$ cat config.mk
export PLATFORM = sky130hd
export DESIGN_NAME = codec_regbank
export DESIGN_NICKNAME = d
export VERILOG_FILES = /design/src/rtl/codec_regbank_pkg.sv /design/src/rtl/codec_cmd_decode.sv /design/src/rtl/codec_rate_snap.sv /design/src/rtl/codec_write_rules.sv /design/src/rtl/codec_regbank.sv
export SDC_FILE = /design/constraint.sdc
export NUM_CORES = 1
export LEC_CHECK = 0
export ABC_AREA = 1
export BUFFER_PORTS_ARGS = -buffer_cell sky130_fd_sc_hd__buf_4
export CAP_MARGIN = 20
export CORE_MARGIN = 8
export CORE_UTILIZATION = 39
export DETAILED_ROUTE_END_ITERATION = 16
export HOLD_SLACK_MARGIN = 0.06
export PLACE_DENSITY = 0.58
export SYNTH_ARGS = -nofsm -noshare
export SYNTH_HDL_FRONTEND = slang
export SYNTH_SLANG_ARGS = --single-unit
$ cat constraint.sdc
create_clock -name clk -period 3.5 [get_ports clk]
set_input_delay 0.525 -clock clk [delete_from_list [all_inputs] [get_ports clk]]
set_output_delay 0.525 -clock clk [all_outputs]
set_load 0.01 [all_outputs]
$ cat src/rtl/codec_regbank_pkg.sv
package codec_regbank_pkg;
    localparam int CMD_W     = 32;
    localparam int ADDR_W    = 7;
    localparam int DATA_W    = 16;
    localparam int IDX_W     = ADDR_W - 1;
    localparam int NUM_REGS  = 1 << IDX_W;
    localparam int NUM_RATES = 7;
    localparam int SEL_HI    = 31;
    localparam int SEL_LO    = 30;
    localparam int RD_BIT    = 23;
    localparam int VALID_BIT = 25;

    localparam logic [IDX_W-1:0] I_RESET   = 6'h00;
    localparam logic [IDX_W-1:0] I_MASTER  = 6'h01;
    localparam logic [IDX_W-1:0] I_LINEIN  = 6'h08;
    localparam logic [IDX_W-1:0] I_PCM     = 6'h0C;
    localparam logic [IDX_W-1:0] I_PWR     = 6'h13;
    localparam logic [IDX_W-1:0] I_EXT_ID  = 6'h14;
    localparam logic [IDX_W-1:0] I_EXT_CTL = 6'h15;
    localparam logic [IDX_W-1:0] I_DAC     = 6'h16;
    localparam logic [IDX_W-1:0] I_ADC     = 6'h19;
    localparam logic [IDX_W-1:0] I_VEND_HI = 6'h3E;
    localparam logic [IDX_W-1:0] I_VEND_LO = 6'h3F;

    localparam logic [DATA_W-1:0] RATE_MAX    = 16'd48000;
    localparam logic [DATA_W-1:0] EXT_CTL_VAL = 16'h0400;
    localparam logic [DATA_W-1:0] VOL_MASK    = 16'h9F1F;
    localparam logic [CMD_W-1:0]  WR_KEEP     = 32'hC0FF_FFFF;

    typedef enum logic {VR_FIXED, VR_VARIABLE} vr_state_e;

    typedef struct packed {
        logic              sel_ok;
        logic              is_read;
        logic [IDX_W-1:0]  idx;
        logic [DATA_W-1:0] data;
    } codec_cmd_t;

    function automatic int rate_at(input int i);
        case (i)
            0:       return 8000;
            1:       return 11025;
            2:       return 16000;
            3:       return 22050;
            4:       return 32000;
            5:       return 44100;
            default: return 48000;
        endcase
    endfunction

    function automatic logic [DATA_W-1:0] default_of(input logic [IDX_W-1:0] idx);
        case (idx)
            I_RESET:          return 16'h6A90;
            I_MASTER:         return 16'h8000;
            I_LINEIN, I_PCM:  return 16'h8808;
            I_PWR:            return 16'h000F;
            I_EXT_ID:         return 16'h0A05;
            I_EXT_CTL:        return EXT_CTL_VAL;
            I_DAC, I_ADC:     return RATE_MAX;
            I_VEND_HI:        return 16'h8384;
            I_VEND_LO:        return 16'h7666;
            default:          return '0;
        endcase
    endfunction
endpackage

$ cat src/rtl/codec_cmd_decode.sv
module codec_cmd_decode
    import codec_regbank_pkg::*;
(
    input  logic [CMD_W-1:0] cmd_word,
    output codec_cmd_t       cmd
);
    assign cmd.sel_ok  = (cmd_word[SEL_HI:SEL_LO] == '0);
    assign cmd.is_read = cmd_word[RD_BIT];
    assign cmd.idx     = cmd_word[16 + ADDR_W - 1 : 17];
    assign cmd.data    = cmd_word[DATA_W-1:0];
endmodule

$ cat src/rtl/codec_rate_snap.sv
module codec_rate_snap
    import codec_regbank_pkg::*;
(
    input  logic [DATA_W-1:0] raw,
    output logic [DATA_W-1:0] snapped
);
    logic [NUM_RATES-2:0] below;

    for (genvar i = 0; i < NUM_RATES - 1; i++) begin : g_thr
        localparam int THR = rate_at(i) + (rate_at(i + 1) - rate_at(i)) / 2;
        assign below[i] = (int'(raw) < THR);
    end

    always_comb begin
        snapped = RATE_MAX;
        for (int i = NUM_RATES - 2; i >= 0; i--) begin
            if (below[i]) snapped = DATA_W'(rate_at(i));
        end
    end
endmodule

$ cat src/rtl/codec_write_rules.sv
module codec_write_rules
    import codec_regbank_pkg::*;
(
    input  logic [IDX_W-1:0]  idx,
    input  logic [DATA_W-1:0] wdata,
    input  logic [DATA_W-1:0] old_val,
    output logic              store_en,
    output logic [DATA_W-1:0] store_val
);
    logic [DATA_W-1:0] sat;

    always_comb begin
        sat = wdata;
        if (wdata[13]) sat[12:8] = '1;
        if (wdata[5])  sat[4:0]  = '1;
    end

    always_comb begin
        store_en  = 1'b1;
        store_val = wdata;
        unique case (idx)
            I_MASTER: store_val = sat & VOL_MASK;
            I_PCM:    store_val = wdata & VOL_MASK;
            I_PWR:    store_val = {wdata[15:8], old_val[7:0]};
            I_RESET, I_EXT_ID, I_EXT_CTL, I_DAC, I_ADC, I_VEND_HI, I_VEND_LO:
                      store_en = 1'b0;
            default:  store_val = wdata;
        endcase
    end
endmodule

$ cat src/rtl/codec_regbank.sv
module codec_regbank
    import codec_regbank_pkg::*;
(
    input  logic              clk,
    input  logic              rst_n,
    input  logic              cmd_we,
    input  logic [CMD_W-1:0]  cmd_wdata,
    output logic [CMD_W-1:0]  cmd_rdata,
    output logic              rate_pulse,
    output logic [DATA_W-1:0] dac_rate
);
    codec_cmd_t        cmd;
    vr_state_e         vr_q, vr_d;
    logic [DATA_W-1:0] regs_q [NUM_REGS];
    logic [DATA_W-1:0] snapped, store_val, rd_val, ext_ctl_rd, dac_next;
    logic              store_en, go, wr_go, vr_is_var;
    logic [CMD_W-1:0]  rdata_q;
    logic              pulse_q;

    codec_cmd_decode u_dec (.cmd_word(cmd_wdata), .cmd(cmd));
    codec_rate_snap  u_snap (.raw(cmd.data), .snapped(snapped));
    codec_write_rules u_rules (
        .idx(cmd.idx), .wdata(cmd.data), .old_val(regs_q[cmd.idx]),
        .store_en(store_en), .store_val(store_val)
    );

    assign go    = cmd_we && cmd.sel_ok;
    assign wr_go = go && !cmd.is_read;

    // state register
    always_ff @(posedge clk) begin
        if (!rst_n) vr_q <= VR_FIXED;
        else        vr_q <= vr_d;
    end

    // next state
    always_comb begin
        vr_d = vr_q;
        unique case (vr_q)
            VR_FIXED:
                if (wr_go && cmd.idx == I_EXT_CTL && cmd.data[0]) vr_d = VR_VARIABLE;
            VR_VARIABLE:
                if (wr_go && ((cmd.idx == I_EXT_CTL && !cmd.data[0]) || cmd.idx == I_RESET))
                    vr_d = VR_FIXED;
            default: vr_d = VR_FIXED;
        endcase
    end

    // outputs of the state
    always_comb begin
        vr_is_var  = (vr_q == VR_VARIABLE);
        ext_ctl_rd = EXT_CTL_VAL | {{(DATA_W-1){1'b0}}, vr_is_var};
    end

    assign rd_val = (cmd.idx == I_EXT_CTL) ? ext_ctl_rd : regs_q[cmd.idx];

    always_comb begin
        dac_next = regs_q[I_DAC];
        if (wr_go) begin
            if (cmd.idx == I_RESET) dac_next = RATE_MAX;
            else if (cmd.idx == I_EXT_CTL && !cmd.data[0]) dac_next = RATE_MAX;
            else if (cmd.idx == I_DAC && vr_is_var) dac_next = snapped;
        end
    end

    always_ff @(posedge clk) begin
        if (!rst_n) begin
            for (int i = 0; i < NUM_REGS; i++) regs_q[i] <= default_of(IDX_W'(i));
        end else if (wr_go) begin
            if (cmd.idx == I_RESET) begin
                for (int i = 0; i < NUM_REGS; i++) regs_q[i] <= default_of(IDX_W'(i));
            end else if (cmd.idx == I_EXT_CTL) begin
                if (!cmd.data[0]) begin
                    regs_q[I_DAC] <= RATE_MAX;
                    regs_q[I_ADC] <= RATE_MAX;
                end
            end else if (cmd.idx == I_DAC || cmd.idx == I_ADC) begin
                if (vr_is_var) regs_q[cmd.idx] <= snapped;
            end else if (store_en) begin
                regs_q[cmd.idx] <= store_val;
            end
        end
    end

    always_ff @(posedge clk) begin
        if (!rst_n) begin
            rdata_q <= '0;
            pulse_q <= 1'b0;
        end else begin
            pulse_q <= wr_go && (dac_next != regs_q[I_DAC]);
            if (go) begin
                if (cmd.is_read)
                    rdata_q <= {cmd_wdata[SEL_HI:SEL_LO], 4'b0000, 1'b1, 1'b0,
                                cmd_wdata[23:16], rd_val};
                else
                    rdata_q <= cmd_wdata & WR_KEEP;
            end
        end
    end

    assign cmd_rdata  = rdata_q;
    assign rate_pulse = pulse_q;
    assign dac_rate   = regs_q[I_DAC];
endmodule

**After elaboration in Yosys (flattened, before gate mapping)**

Memory sizes are Yosys's and may differ from the RTL's.
Cells that the tools add are included.

- Register bits after elaboration: 34
- Bits in writable memories: 1024
- Input bits: 35
- Output and inout port bits: 49
- Word-level logic and storage cells: 257
- Memories: 1

- $lt $le $gt $ge: 6
- Equality and inequality tests: 10
- Muxes and demuxes: 153
- Bitwise operators: 68
- Reductions and logical operators: 16

Memory list:

| name | depth | bits a word | read ports | clocked after Yosys merged registers in | wr ports | line | RTL |
|---|---|---|---|---|---|---|---|
| regs_q | 64 | 16 | 2 | 0 | 64 | codec_regbank.sv:14 | `logic [DATA_W-1:0] regs_q [NUM_REGS];` |

Operator list:

| cell | count |
|---|---|
| $mux W16 | 118 |
| $or A1 B1 Y1 | 67 |
| $pmux W15 S3 | 1 |
| $lt A16 B14 Y1 const B | 2 |
| $lt A16 B15 Y1 const B | 2 |
| $lt A16 B16 Y1 const B | 2 |
| $eq A6 B5 Y1 const B | 5 |
| $mux W1 | 28 |
| $mux W26 | 1 |
| $ne A16 B16 Y1 | 1 |
| $reduce_or A16 Y1 | 1 |
| $mux W13 | 1 |
| $eq A6 B6 Y1 const B | 2 |
| $mux W5 | 2 |
| $logic_and A1 B1 Y1 | 8 |
| $reduce_or A7 Y1 | 1 |
| $eq A6 B1 Y1 const B | 1 |
| $eq A6 B4 Y1 const B | 1 |
| $logic_not A6 Y1 | 1 |
| $mux W6 | 1 |
| $logic_not A1 Y1 | 2 |
| $logic_not A2 Y1 | 1 |
| $logic_or A1 B1 Y1 | 2 |
| $pmux W1 S2 | 1 |
| $not A1 Y1 | 1 |

**Longest topological paths before layout**

Gate-level depths: netlist (run 1).

- Depth in word-level cells: 13
- Gate-level depth with buffers: 19
- Depth with buffers taken out: 17

**By module**

A second synthesis (run 1) with hierarchy kept.

- Cells, all modules: 5326
- Area, all modules: 49409.9 um^2

By module, submodules not included:

| module | instances | cells each | area an instance (um^2) | seq. area each (um^2) |
|---|---|---|---|---|
| codec_regbank | 1 | 5099 | 48300.1 | 31330.0 |
| codec_rate_snap | 1 | 129 | 570.5 | 0.0 |
| codec_write_rules | 1 | 74 | 362.8 | 0.0 |
| codec_cmd_decode | 1 | 24 | 176.4 | 0.0 |

**Worst setup path after synthesis (run 1)**

Ideal clock, no wire load.

- Kind: input port to flip-flop
- Start point: input port cmd_wdata[19]
- End point: memory regs_q[35][0] (enable)
- Setup time: 0.372 ns
- Data arrival time: 2.650 ns
- Slack: 0.479 ns
- Stages: 15
- Path through: buf_2 -> inv_1 -> nor2_2 -> nand2_1 -> nor2_2 -> nor2_1 -> nand3_2 -> nand2_2 -> inv_2 -> nor2_2 -> inv_2 -> nor2_4 -> nand2_2 -> buf_2 -> nand2_1

RTL lines:

| element | line | RTL |
|---|---|---|
| start: declaration | codec_regbank.sv:7 | `input logic [CMD_W-1:0] cmd_wdata,` |
| end: declaration | codec_regbank.sv:14 |  |

==> out/results.tsv, run 1 <==
stage	metric	value	unit
status	outcome	finished, final reports clean	
critical_path	path_class	in2reg	
clocking	clockRootBuffer	clkbuf_16	
cells_and_area	fin_area	54900	µm²
power_and_ir_drop	powerDensity	534	nW/µm²
yosys	synth_async_sr_flop_share	0	%
placed_design	placed_area	51300	µm²
critical_path	slowest_stage	buf_12	
routing	routed_wl	151000	µm
sta	fmax	367	MHz
yosys	synthFlopType	edfxtp_1	
clocking	cts_tree	yes	
yosys	synth_area_leaders	edfxtp_1, nand2_1, nor2_1	
die	rows	126	
critical_path	crit_family	simple AND/OR/NAND/NOR gates	
sta	fin_crit_sh	77.9	%
yosys	synth_area_leader_cell	edfxtp_1	
routing	drc	0	
critical_path	critPathMaxStageDelay	0.30	ns
clocking	clk_pin_slew	0.06	ns
routing	vias	34700	
clocking	postCtsHoldBufs	0	
yosys	synth-seq-cells	1052	
critical_path	crit_path_end_kind	flip-flop	
yosys	postSynthCellCount	4314	
cells_and_area	nFillCells	10800	
clocking	cts.sinks	1052	
critical_path	critPathMaxFanout	50	
die	dieArea	130000	µm²
hold_path	hold_class	in2reg	
yosys	synth_area	46300	µm²
yosys	yosysUniqueCellTypes	37	
cells_and_area	area_delta_synth_final	18.4	%
clocking	h-tree-depth	3	
die	die_x	361	µm
sta	min_period	2.73	ns
routing	dr.pass1.iters	5	
clocking	cts_made_buffers	108	
grt	grt_pass1_vias	33100	
routing	wl_per_cell	24.4	µm
clocking	cts_resized	0	
power_and_ir_drop	irDropWorstVdd	0.406	mV
yosys	syn_avg_cell_area	10.7	µm²
sta	slew_headroom	35.9	%
die	core	118000	µm²
grt	grt_start_max_net_pins	115	
grt	grt_first_pass_wirelength	221000	µm
die	die_h	361	µm
critical_path	crit_top_cell	nand2_1	
sta	rsz0062_at_grt	false	
sta	fin_setup_tns	0	ns
die	initial_core_util	39.3	%
placed_design	portBuffers	72	
yosys	ys_seq_area_share	67.6	%
clocking	insertion_delay	0.69	ns
routing	via_per_inst	5.59	
sta	clock_skew	0.0205	ns
critical_path	arrival	3.13	ns
yosys	ys_top_cells_by_count	edfxtp_1, nand2_1, nor2_1	
routing	drt_iter0_markers	4100	
sta	hold_viol_final	0	
yosys	synth_top_cell_area_share	66.4	%
cells_and_area	drive_gt1_share	14.1	%
sta	finalSetupViolCount	0	
critical_path	worstPathCellList	buf_4, buf_4, nand2_1, inv_8, buf_12, nand2_1, nand4_1, o21ai_0, nor2_1, nor2_1, nand2_1, nand4_1, nand2_1, nand2_2, buf_12, a21oi_1	
critical_path	cp-start-kind	input port	
placed_design	dp_hpwl	97200	µm
yosys	yosysWarnings	0	
yosys	synth_edf_count	1024	
sta	tightest_slew	0.961	ns
critical_path	cp.required	3.90	ns
cells_and_area	nets	4610	
clocking	max-clock-path-buffers	3	
grt	grt_overflow_total	0	
placed_design	place_congestion	0.929	
grt	antenna_found_initial	1	
die	io_pins	84	
clocking	postCtsSetupRepairBufs	0	
power_and_ir_drop	leakage	0.0192	µW
routing	antenna_left	0	
grt	grt_usage	22.4	%
yosys	synth_most_common_cell	edfxtp_1	
sta	slew_viol_final	0	
run	max-cap-violations	0	
critical_path	critPathBufInv	5	
-- kinds of logic after synthesis --
group	count (synthesis)	synth area share [%]
AND/OR/NAND/NOR	1954	17.1
buffers and inverters	484	4.45
AO/OA/AOI/OAI	822	10.9
other	2	0.0162
flip-flops	1052	67.6
-- registers in the layout, indices dropped and copies added (netlist names) --
signal / count
regs_q: 1024
cmd_rdata: 26
rate_pulse: 1
vr_is_var: 1
-- area by class of cell --
cell class	count	area (µm²)	area share (%)
Inverter	124	474	0.864
Timing Repair Buffer	416	4070	7.43
Tap cell	1536	1920	3.50
Clock inverter	54	566	1.03
Multi-Input combinational cell	2873	13500	24.7
Sequential cell	1052	31300	57.1
Clock buffer	151	2970	5.41
Antenna cell	1	2.50	0.00456
-- power by group --
group | switching (µW) | internal, µW | leakage [µW]
Clock | 4870 | 6730 | 0.00172
Combinational | 2060 | 829 | 0.00863
Sequential | 220 | 14600 | 0.00887
-- routing by layer --
metal  GRT usage (%)  vias to the layer above  wire length, µm
met5               0                        -                0
met4            8.38                        0             5700
met3            3.45                      251            13000
met2            36.2                     1629            70900
met1            30.7                    17200            61900
li1                -                    15700                -
-- stage by stage --
stage                     setup WS, ns  util, %  cells  power (µW)  hold WS [ns]
final                            0.773     46.5   6207       29300         0.102
after global routing             0.703     46.5   6206       30100         0.141
after CTS                        0.886     46.5   6206       29400        0.0650
after detailed placement         0.166     43.5   6001       17900         0.427
after global placement           0.167     43.5   6001       17900         0.424
after floorplan                  0.479        -   4409       16400         0.460
-- layout by cell type, fill, tap and decap left out, types with 76 or more instances in the layout --
master and n:
nand2_1 951, conb_1 97, clkbuf_16 111, nor2_1 706, nand3_1 125, buf_4 340
a22oi_1 291, edfxtp_1 1024, a21oi_1 381, buf_12 76, nand4_1 92, inv_1 112
-- worst reg2reg max path, delay by kind of cell (launching register included) --
family	cells	cell delay, ns
AND/OR/NAND/NOR	9	1.36
AO/OA/AOI/OAI	1	0.20
buffers and inverters	1	0.23
flip-flops	1	0.36
-- worst paths after layout --
| path | slack (ns) | cells past startpoint | endpoint | startpoint |
|---|---|---|---|---|
| worst max-delay path | 0.77 | 16 | regs_q[40][5] | cmd_wdata[18] |
| worst min register to register | 0.44 | 2 | cmd_rdata[30] | cmd_rdata[30] |
| worst max register to register | 1.11 | 11 | regs_q[58][6] | regs_q[56][6] |
| worst min-delay path | 0.10 | 3 | cmd_rdata[16] | cmd_wdata[16] |
(Power assumes the default switching activity.)
==> run 2: changes to the inputs <==
Settings changed: ABC_AREA 1 to 0, PLACE_DENSITY 0.58 to 0.6.
Clock period 3.5 ns to 2.5 ns, I/O delays scaled along.
==> out/results.tsv, run 2 <==
stage	metric	value	unit
status	outcome	finished with violations	
status	violations	negative setup slack	
power_and_ir_drop	power_switching_share	23.4	%
sta	hold_viol_final	0	
cells_and_area	nFillCells	9818	
critical_path	crit_path_end_kind	flip-flop	
clocking	h-tree-depth	3	
yosys	synth_mux_area_share	16.0	%
yosys	synth_compound_area_share	2.10	%
cells_and_area	regMostFlops	regs_q	
routing	antenna_left	0	
yosys	ys_seq_area_share	67.5	%
yosys	synth-seq-cells	1052	
cells_and_area	final_cell_mix	edfxtp_1, nor2_1, buf_4	
critical_path	arrival	3.50	ns
yosys	synth_async_sr_flop_share	0	%
placed_design	dp_cells	4971	
power_and_ir_drop	powerDensity	729	nW/µm²
sta	tightest_slew	0.710	ns
grt	grt_first_pass_wirelength	201000	µm
routing	drc	0	
critical_path	cp-start-kind	flip-flop	
cells_and_area	largest_reg_flops	1024	
die	die_x	361	µm
grt	grt_start_max_net_pins	46	
cells_and_area	stdcell_count	5214	
yosys	synthXorXnorAreaFrac	0	%
critical_path	reg2regPathDepth	9	
sta	worst_slack	-0.567	ns
sta	finalSetupViolCount	422	
critical_path	regToRegSetupSlack	-0.57	ns
yosys	ys_top_cells_by_count	edfxtp_1, nor2_1, mux4_2	
power_and_ir_drop	power.switching	9970	µW
critical_path	critPathMaxFanout	8	
routing	via_per_inst	5.61	
yosys	yosysUniqueCellTypes	62	
cells_and_area	area_delta_synth_final	26.2	%
routing	routed_wl	142000	µm
clocking	cts.sinks	1052	
critical_path	cp-endpoint	regs_q[32][7]	
critical_path	critPathMaxStageDelay	0.61	ns
die	rows	126	
die	die_h	361	µm
critical_path	cp.required	2.94	ns
cells_and_area	multiInputGateArea	15500	µm²
power_and_ir_drop	pwr-share-seq	48.0	%
routing	vias	29300	
routing	wl_per_cell	27.3	µm
sta	fin_crit_sh	123	%
placed_design	dp_hpwl	93500	µm
clocking	max-clock-path-buffers	3	
power_and_ir_drop	intPower	32700	µW
placed_design	place_congestion	0.860	
die	dieArea	130000	µm²
cells_and_area	fin_util	49.6	%
die	io_pins	84	
yosys	yosys.area_share.simple	11.0	%
sta	min_period	3.07	ns
routing	dr.pass1.iters	6	
critical_path	r2r-end	regs_q[32][7]	
yosys	synth_area	46400	µm²
yosys	postSynthCellCount	3123	
grt	grt_pass1_vias	29000	
grt	grt_overflow_total	0	
critical_path	crit_top_cell	mux4_2	
cells_and_area	final-seq-area	31300	µm²
sta	slew_headroom	52.1	%
critical_path	worstPathCellList	mux4_2, mux4_2, mux4_2, nand2_2, nand2_2, mux2i_4, buf_6, clkbuf_16, nor2_1	
sta	clock_skew	0.0294	ns
die	core	118000	µm²
power_and_ir_drop	leakage	0.0202	µW
power_and_ir_drop	clockPowerShare	40.7	%
yosys	synth_most_common_cell	edfxtp_1	
yosys	synth_top_cell_area_share	66.3	%
routing	drt_iter0_markers	3490	
critical_path	r2r_start	regs_q[59][7]	
cells_and_area	layout_commonest_cell	edfxtp_1	
power_and_ir_drop	combPwrFrac	11.4	%
clocking	clockRootBuffer	clkbuf_16	
yosys	synth_fa_ha_area_share	0	%
yosys	synth_top_family_by_area	multiplexers	
die	initial_core_util	39.3	%
sta	rsz0062_at_grt	true	
clocking	cts_made_buffers	110	
clocking	insertion_delay	0.70	ns
clocking	cts_tree	yes	
cells_and_area	nets	3617	
placed_design	portBuffers	72	
yosys	synth_area_leaders	edfxtp_1, mux4_2, nor2_1	
yosys	synth_area_leader_cell	edfxtp_1	
cells_and_area	drive_gt1_share	33.5	%
grt	antenna_found_initial	5	
yosys	yosysWarnings	0	
grt	grt_usage	20.8	%
critical_path	crit_start	regs_q[59][7]	
power_and_ir_drop	irDropWorstVdd	0.567	mV
critical_path	slowest_stage	mux4_2	
yosys	syn_avg_cell_area	14.8	µm²
hold_path	hold_class	in2reg	
critical_path	path_class	reg2reg	
sta	slew_viol_final	0	
clocking	clk_pin_slew	0.06	ns
yosys	synth_edf_count	1024	
sta	fmax	326	MHz
run	max-cap-violations	0	
yosys	synthFlopType	edfxtp_1	
[run 2: how the worst min path moves through the flow]
stage	startpoint	to	cells past startpoint	slack (ns)
after floorplan	cmd_rdata[10]	cmd_rdata[10]	2	0.48
after global placement	cmd_rdata[16]	cmd_rdata[16]	2	0.44
after detailed placement	cmd_rdata[16]	cmd_rdata[16]	2	0.45
after CTS	cmd_wdata[15]	cmd_rdata[15]	4	0.09
after global routing	cmd_wdata[8]	cmd_rdata[8]	4	0.11
final	cmd_wdata[15]	cmd_rdata[15]	4	0.13
[run 2: repair_timing]
action / 4_1_cts / 5_1_grt
resized for setup: 32 / 107
hold buffers: 1 / 0
endpoints found under the setup margin: 416 / 740
cloned: 4 / 21
hold endpoints to repair: 1 / 0
buffers inserted: 7 / 4
pin swaps: 8 / 9
[run 2: final cells by class]
cell class,count,area share [%]
diodes,1,0.00428
clock inverters,74,1.56
multi-input cells,1838,26.5
flip-flops and latches,1052,53.5
repair buffers,565,10.1
clock buffers,133,4.96
inverters,15,0.0962
well taps,1536,3.28
[run 2: power groups by stage]
stage,registers [µW],logic (µW),clock network (µW)
final,20500,4840,17400
after detailed placement,20800,4430,0
after CTS,20500,4570,17500
after global routing,20500,5010,18200
after floorplan,20700,2430,0
after global placement,20800,4410,0
[run 2: metal layers]
metal	track usage [%]	wire [µm]	up-vias
li1	-	-	12500
met1	28.7	58100	15200
met2	34.3	68600	1331
met3	3.52	11600	222
met4	5.52	4100	0
met5	0	0	-
[run 2: stage by stage]
| step | hold slack, ns | worst slack (ns) | total power (µW) | area [µm²] | TNS, ns |
|---|---|---|---|---|---|
| floorplan | 0.476 | -0.558 | 23200 | 49100 | -311.79 |
| global placement | 0.444 | -0.992 | 25200 | 53500 | -1049.65 |
| detailed placement | 0.448 | -1.02 | 25300 | 53500 | -1141.75 |
| CTS | 0.0913 | -0.509 | 42600 | 57600 | -148.61 |
| global route | 0.112 | -0.574 | 43700 | 58500 | -203.30 |
| finish | 0.129 | -0.567 | 42700 | 58500 | -178.45 |
[run 2: cell families after synthesis]
logic type,after synthesis
AOI/OAI and AO/OA,155
buffers and inverters,328
DFF,1052
muxes,341
other,2
and+or+nand+nor,1245
[run 2: critical path: cells and delay by family (launching register included)]
family / cells / cell delay [ns]
mux: 4 / 1.86
simple gates: 3 / 0.20
flops: 1 / 0.36
buf+inv: 2 / 0.38
